===== config.mk =====
export PLATFORM = sky130hd
export DESIGN_NAME = dac_serial_front
export DESIGN_NICKNAME = d
export VERILOG_FILES = /design/src/rtl/dac_serial_front.sv
export SDC_FILE = /design/constraint.sdc
export NUM_CORES = 1
export LEC_CHECK = 0
export ABC_CLOCK_PERIOD_IN_PS = 3400
export BUFFER_PORTS_ARGS = -buffer_cell sky130_fd_sc_hd__buf_4
export CORE_ASPECT_RATIO = 0.75
export CORE_MARGIN = 3
export CORE_UTILIZATION = 55
export CTS_CLUSTER_DIAMETER = 150
export DETAILED_ROUTE_END_ITERATION = 8
export GPL_TIMING_DRIVEN = 0
export PLACE_DENSITY = 0.75
export SKIP_CTS_REPAIR_TIMING = 1
export SYNTH_ARGS = -nofsm -noshare
export SYNTH_HDL_FRONTEND = slang
export SYNTH_SLANG_ARGS = --single-unit
export TNS_END_PERCENT = 50

===== constraint.sdc =====
create_clock -name clk -period 3.4 [get_ports clk]
set_input_delay 0 -clock clk [delete_from_list [all_inputs] [get_ports clk]]
set_output_delay 0 -clock clk [all_outputs]
set_load 0.05 [all_outputs]

===== src/rtl/dac_serial_front.sv =====
module dac_serial_front #(
  parameter int CODE_W = 16
) (
  input  logic              clk,
  input  logic              rst_n,
  input  logic              frame_n,
  input  logic              ser_clk,
  input  logic              ser_din,
  input  logic              load_n,
  output logic [CODE_W-1:0] dac_a_code,
  output logic [CODE_W-1:0] dac_b_code,
  output logic [3:0]        pwr_mode,
  output logic [1:0]        load_mask,
  output logic              ref_off,
  output logic              chain_en,
  output logic              rdbk_en,
  output logic              ser_dout
);
  localparam int FRAME_W = 24;
  localparam int CNT_W   = $clog2(FRAME_W + 2);

  logic fr_q, fr_p, ck_q, ck_p, di_q, ld_q, ld_p;
  logic [FRAME_W-1:0] shreg;
  logic [CNT_W-1:0]   cnt;
  logic [CODE_W-1:0]  in_a, in_b;

  wire sck_fall = ck_p & ~ck_q;
  wire fr_start = fr_p & ~fr_q;
  wire fr_end   = ~fr_p & fr_q;
  wire ld_fall  = ld_p & ~ld_q;
  wire commit   = fr_end && (cnt == CNT_W'(FRAME_W));

  wire [3:0]        cmd  = shreg[23:20];
  wire [3:0]        addr = shreg[19:16];
  wire [15:0]       data = shreg[15:0];
  wire [CODE_W-1:0] code = data[15 -: CODE_W];
  wire sel_a   = (addr == 4'b0001) || (addr == 4'b1001);
  wire sel_b   = (addr == 4'b1000) || (addr == 4'b1001);
  wire addr_ok = sel_a || sel_b;

  assign ser_dout = 1'b0;

  always_ff @(posedge clk or negedge rst_n) begin
    if (!rst_n) begin
      {fr_q, fr_p, ck_q, ck_p, ld_q, ld_p} <= '1;
      di_q <= 1'b0;
    end else begin
      fr_q <= frame_n;  fr_p <= fr_q;
      ck_q <= ser_clk;  ck_p <= ck_q;
      ld_q <= load_n;   ld_p <= ld_q;
      di_q <= ser_din;
    end
  end

  always_ff @(posedge clk or negedge rst_n) begin
    if (!rst_n) begin
      shreg <= '0;
      cnt   <= '0;
    end else if (fr_start) begin
      cnt <= '0;
    end else if (sck_fall && !fr_q && cnt <= CNT_W'(FRAME_W)) begin
      shreg <= {shreg[FRAME_W-2:0], di_q};
      cnt   <= cnt + 1'b1;
    end
  end

  always_ff @(posedge clk or negedge rst_n) begin
    if (!rst_n) begin
      in_a <= '0; in_b <= '0; dac_a_code <= '0; dac_b_code <= '0;
      pwr_mode <= '0; load_mask <= '0;
      ref_off <= 1'b0; chain_en <= 1'b0; rdbk_en <= 1'b0;
    end else begin
      if (ld_fall) begin
        if (!load_mask[0]) dac_a_code <= in_a;
        if (!load_mask[1]) dac_b_code <= in_b;
      end
      if (commit && addr_ok) begin
        case (cmd)
          4'b0001: begin
            if (sel_a) begin
              in_a <= code;
              if (!ld_q && !load_mask[0]) dac_a_code <= code;
            end
            if (sel_b) begin
              in_b <= code;
              if (!ld_q && !load_mask[1]) dac_b_code <= code;
            end
          end
          4'b0010: begin
            if (sel_a) dac_a_code <= in_a;
            if (sel_b) dac_b_code <= in_b;
          end
          4'b0011: begin
            if (sel_a) begin in_a <= code; dac_a_code <= code; end
            if (sel_b) begin in_b <= code; dac_b_code <= code; end
          end
          4'b0100: pwr_mode  <= data[3:0];
          4'b0101: load_mask <= data[1:0];
          4'b0110: begin
            in_a <= '0; in_b <= '0; dac_a_code <= '0; dac_b_code <= '0;
            pwr_mode <= '0; load_mask <= '0;
            ref_off <= 1'b0; chain_en <= 1'b0; rdbk_en <= 1'b0;
          end
          4'b0111: ref_off  <= data[0];
          4'b1000: chain_en <= data[0];
          4'b1001: rdbk_en  <= data[0];
          default: ;
        endcase
      end
    end
  end
endmodule


==> summary.txt <==
status: complete, no violations
FF+latch count, synth: 109
Cell Pwr Density: 457.8 mW/mm²
count of distinct cell types in the synthesized netlist: 53
number of rows in the core area: 29
kind of start point of the critical path: flop
CORE AREA: 0.008672 mm²
Netlist Area Pre-Place: 0.005012 mm²
fin cells: 579
clk_skew: 0.008144 ns
unrepaired setup endpoints after global routing: false
Die Wd: 116.2 µm
Final ANT Viol Nets: 0
Post-layout nets: 475
worst-skew pair later-pin latency: 0.35 ns
IO buf count: 46
fill cell total of the finished layout: 619
yosys warns: 0
library cell with the highest instance count after synthesis: sky130_fd_sc_hd__dfrtp_1
MaxCap Viol Count: 0
first-pass iteration count of the detailed router: 5
clock sink total: 109
total wirelength of the detailed-routed design: 11.37 mm
I/O pin count: 48
P&R area growth vs syn: 17.47%
number of enable-type register cells in the synthesized netlist: 0
share of final-layout standard cells stronger than drive strength 1: 0.2760
via total after detailed routing: 3570
maximum vdd ir drop: 0.3294 mV
post-detailed-route via-to-cell ratio: 6.166
finished layout cell area: 0.005888 mm²
Max-Slew Margin vs Limit: 0.6100
CP max FO: 10
path type of the worst setup path: reg2reg
Slew @ Worst Pin: 0.5819 ns
CTS tree: yes
Slowest Stage Delay on Critical Path: 0.58 ns
ordered cell list for the critical path: nor4b_4 > nand4b_1 > nor3_2 > buf_4 > o22ai_1
share of synthesized flip-flops with an asynchronous set or reset: 1.000
pin count of the biggest net entering global routing: 110
fmax: 430.8 MHz
DRC viols: 0
cell count after synthesis: 404
worst hold slack after final layout: 0.02718 ns
Post-Syn Nets: 412
post-synthesis cell type with the largest combined area: sky130_fd_sc_hd__dfrtp_1
leakage component of the power: 0.002648 µW
wire length per cell: 19.64 µm
CTS Root Cell: sky130_fd_sc_hd__clkbuf_16
number of endpoints failing setup at the final stage: 0
height of the die: 88.68 µm
Overflow after GRT: 0
fin crit share: 0.6827
level count of the clock H-tree: 3
top post-synthesis cells by area: sky130_fd_sc_hd__dfrtp_1 (51%), sky130_fd_sc_hd__mux2i_1 (9.0%), sky130_fd_sc_hd__mux2_2 (6.3%), sky130_fd_sc_hd__a22oi_1 (4.5%), sky130_fd_sc_hd__o22ai_1 (4.0%)
initial core utilization: 0.5780
highest-delay cell along the critical path: sky130_fd_sc_hd__nor3_2
clock transition time at the flip-flop clock pins of the worst setup and hold paths: 0.07 ns
Longest Clk Path Bufs: 2
final period demand of the worst path: 2.321 ns
final cell utilization of the core: 0.6790
initial drt markers: 266
required time of the critical path: 3.61 ns
nature of the critical path endpoint: flop
total negative setup slack: 0 ns
synth cell count leaders: sky130_fd_sc_hd__dfrtp_1 (103), sky130_fd_sc_hd__mux2i_1 (45), sky130_fd_sc_hd__o22ai_1 (32)
count of placed standard cells including taps: 558
sequential-to-total area share from yosys stat: 0.5457
global routing usage summed across all routing layers: 0.2378
hold crit path type: in2async
proportion of netlist area held by the largest area contributor: 0.5142
final count of hold timing violations: 0
Synth Area per Inst: 12.41 µm²
via count of the first global-routing pass: 3535
Worst EP arrival: 2.53 ns
Placer Congestion: 0.8336
commonest register cell after synthesis: sky130_fd_sc_hd__dfrtp_1
max-slew violation total from the final report: 0
wire length of the first global-routing pass: 18.70 mm
number of clock buffers inserted by TritonCTS: 9
antenna violations before repair: 0
Antenna diodes: 0
Die Outline Area: 0.01031 mm²
cell area after placement: 0.005493 mm²
half-perimeter wire length after detailed placement: 7.593 mm
## final timing paths
check,slack [ns],from,endpoint,cells after the start
setup / recovery,1.08,fr_q$_DFF_PN1_,dac_a_code[6]$_DFF_PN0_,5
hold / removal,0.03,rst_n,pwr_mode[2]$_DFFE_PN0P_,2
hold reg to reg,0.37,ck_q$_DFF_PN1_,ck_p$_DFF_PN1_,0
setup reg to reg,1.08,fr_q$_DFF_PN1_,dac_a_code[6]$_DFF_PN0_,5
max in group asynchronous,2.65,rst_n,fr_p$_DFF_PN1_,3
min in group clk,0.29,ser_din,di_q$_DFF_PN0_,2
## per-layer routing
layer	vias up	share of wire	track usage	wire, µm
li1	1625	-	-	-
met1	1817	0.48	0.3555	5417
met2	114	0.45	0.3484	5149
met3	14	0.059	0.05810	670
met4	0	0.012	0.06533	136
met5	-	0	0	0
## critical path: cells and delay by family, from the launching register on
kind | cells | cell delay, ns
buffers and inverters | 1 | 0.29
AO/OA/AOI/OAI | 1 | 0.09
AND/OR/NAND/NOR | 3 | 1.24
flip-flops | 1 | 0.57
## per-stage QoR
step / power [µW] / setup WS, ns
detailed placement: 1605 / 1.128
global placement: 1594 / 1.148
CTS: 2705 / 1.096
floorplan: 1513 / 1.491
global route: 2800 / 0.9086
finish: 2696 / 1.079
## flip-flops by register name, summed over array words and instances (netlist names), 2 cells and up
| signal | count |
|---|---|
| cnt | 5 |
| dac_b_code | 16 |
| dac_a_code | 16 |
| in_a | 16 |
| shreg | 24 |
| load_mask | 2 |
| in_b | 16 |
| pwr_mode | 4 |
## power breakdown
group	internal, µW	total [µW]	switching (µW)
Combinational	75.3	160	84.7
Sequential	1340	1430	90.9
Clock	641	1100	462
Total	2060	2700	637
## placed cells by master (no fill, tap or decap), types with 3 or more instances in the layout
cell	instances
sky130_fd_sc_hd__mux2_2	28
sky130_fd_sc_hd__dfrtp_1	103
sky130_fd_sc_hd__buf_6	6
sky130_fd_sc_hd__inv_1	15
sky130_fd_sc_hd__buf_2	8
sky130_fd_sc_hd__nand2b_1	4
sky130_fd_sc_hd__buf_4	49
sky130_fd_sc_hd__nand3_1	8
sky130_fd_sc_hd__clkbuf_1	7
sky130_fd_sc_hd__nor2_1	11
sky130_fd_sc_hd__nor2b_1	8
sky130_fd_sc_hd__nand2_1	18
sky130_fd_sc_hd__o22ai_1	32
sky130_fd_sc_hd__o21ai_0	5
sky130_fd_sc_hd__dfstp_2	6
sky130_fd_sc_hd__clkbuf_16	9
sky130_fd_sc_hd__dlygate4sd3_1	5
sky130_fd_sc_hd__mux2i_1	45
sky130_fd_sc_hd__a22o_1	16
sky130_fd_sc_hd__mux2_4	4
sky130_fd_sc_hd__o31ai_1	3
sky130_fd_sc_hd__a22oi_1	30
## logic make-up (layout without fill, tap and decap cells)
kind of cell,Yosys count,in the layout,share of synthesized area
AOI/OAI and AO/OA,101,101,0.1473
xor gates and xnor gates,3,3,0.005243
adders and majority gates,2,2,0.004992
buffers and inverters,39,106,0.04169
DFF,109,109,0.5457
muxes,77,77,0.1648
other,1,1,0.0007482
and+or+nand+nor,72,72,0.08962
## area by class of cell
type	instances	area, µm²	share of cell area
multi-input combinational	256	2068	0.3513
tap	108	135.1	0.02295
clock inverter	6	88.84	0.01509
clock buffer	9	225.2	0.03825
inverter	15	56.30	0.009562
buffer	24	152.6	0.02592
timing repair buffer	52	426.7	0.07246
sequential	109	2735	0.4645
Power figures use the tool's default switching activity.
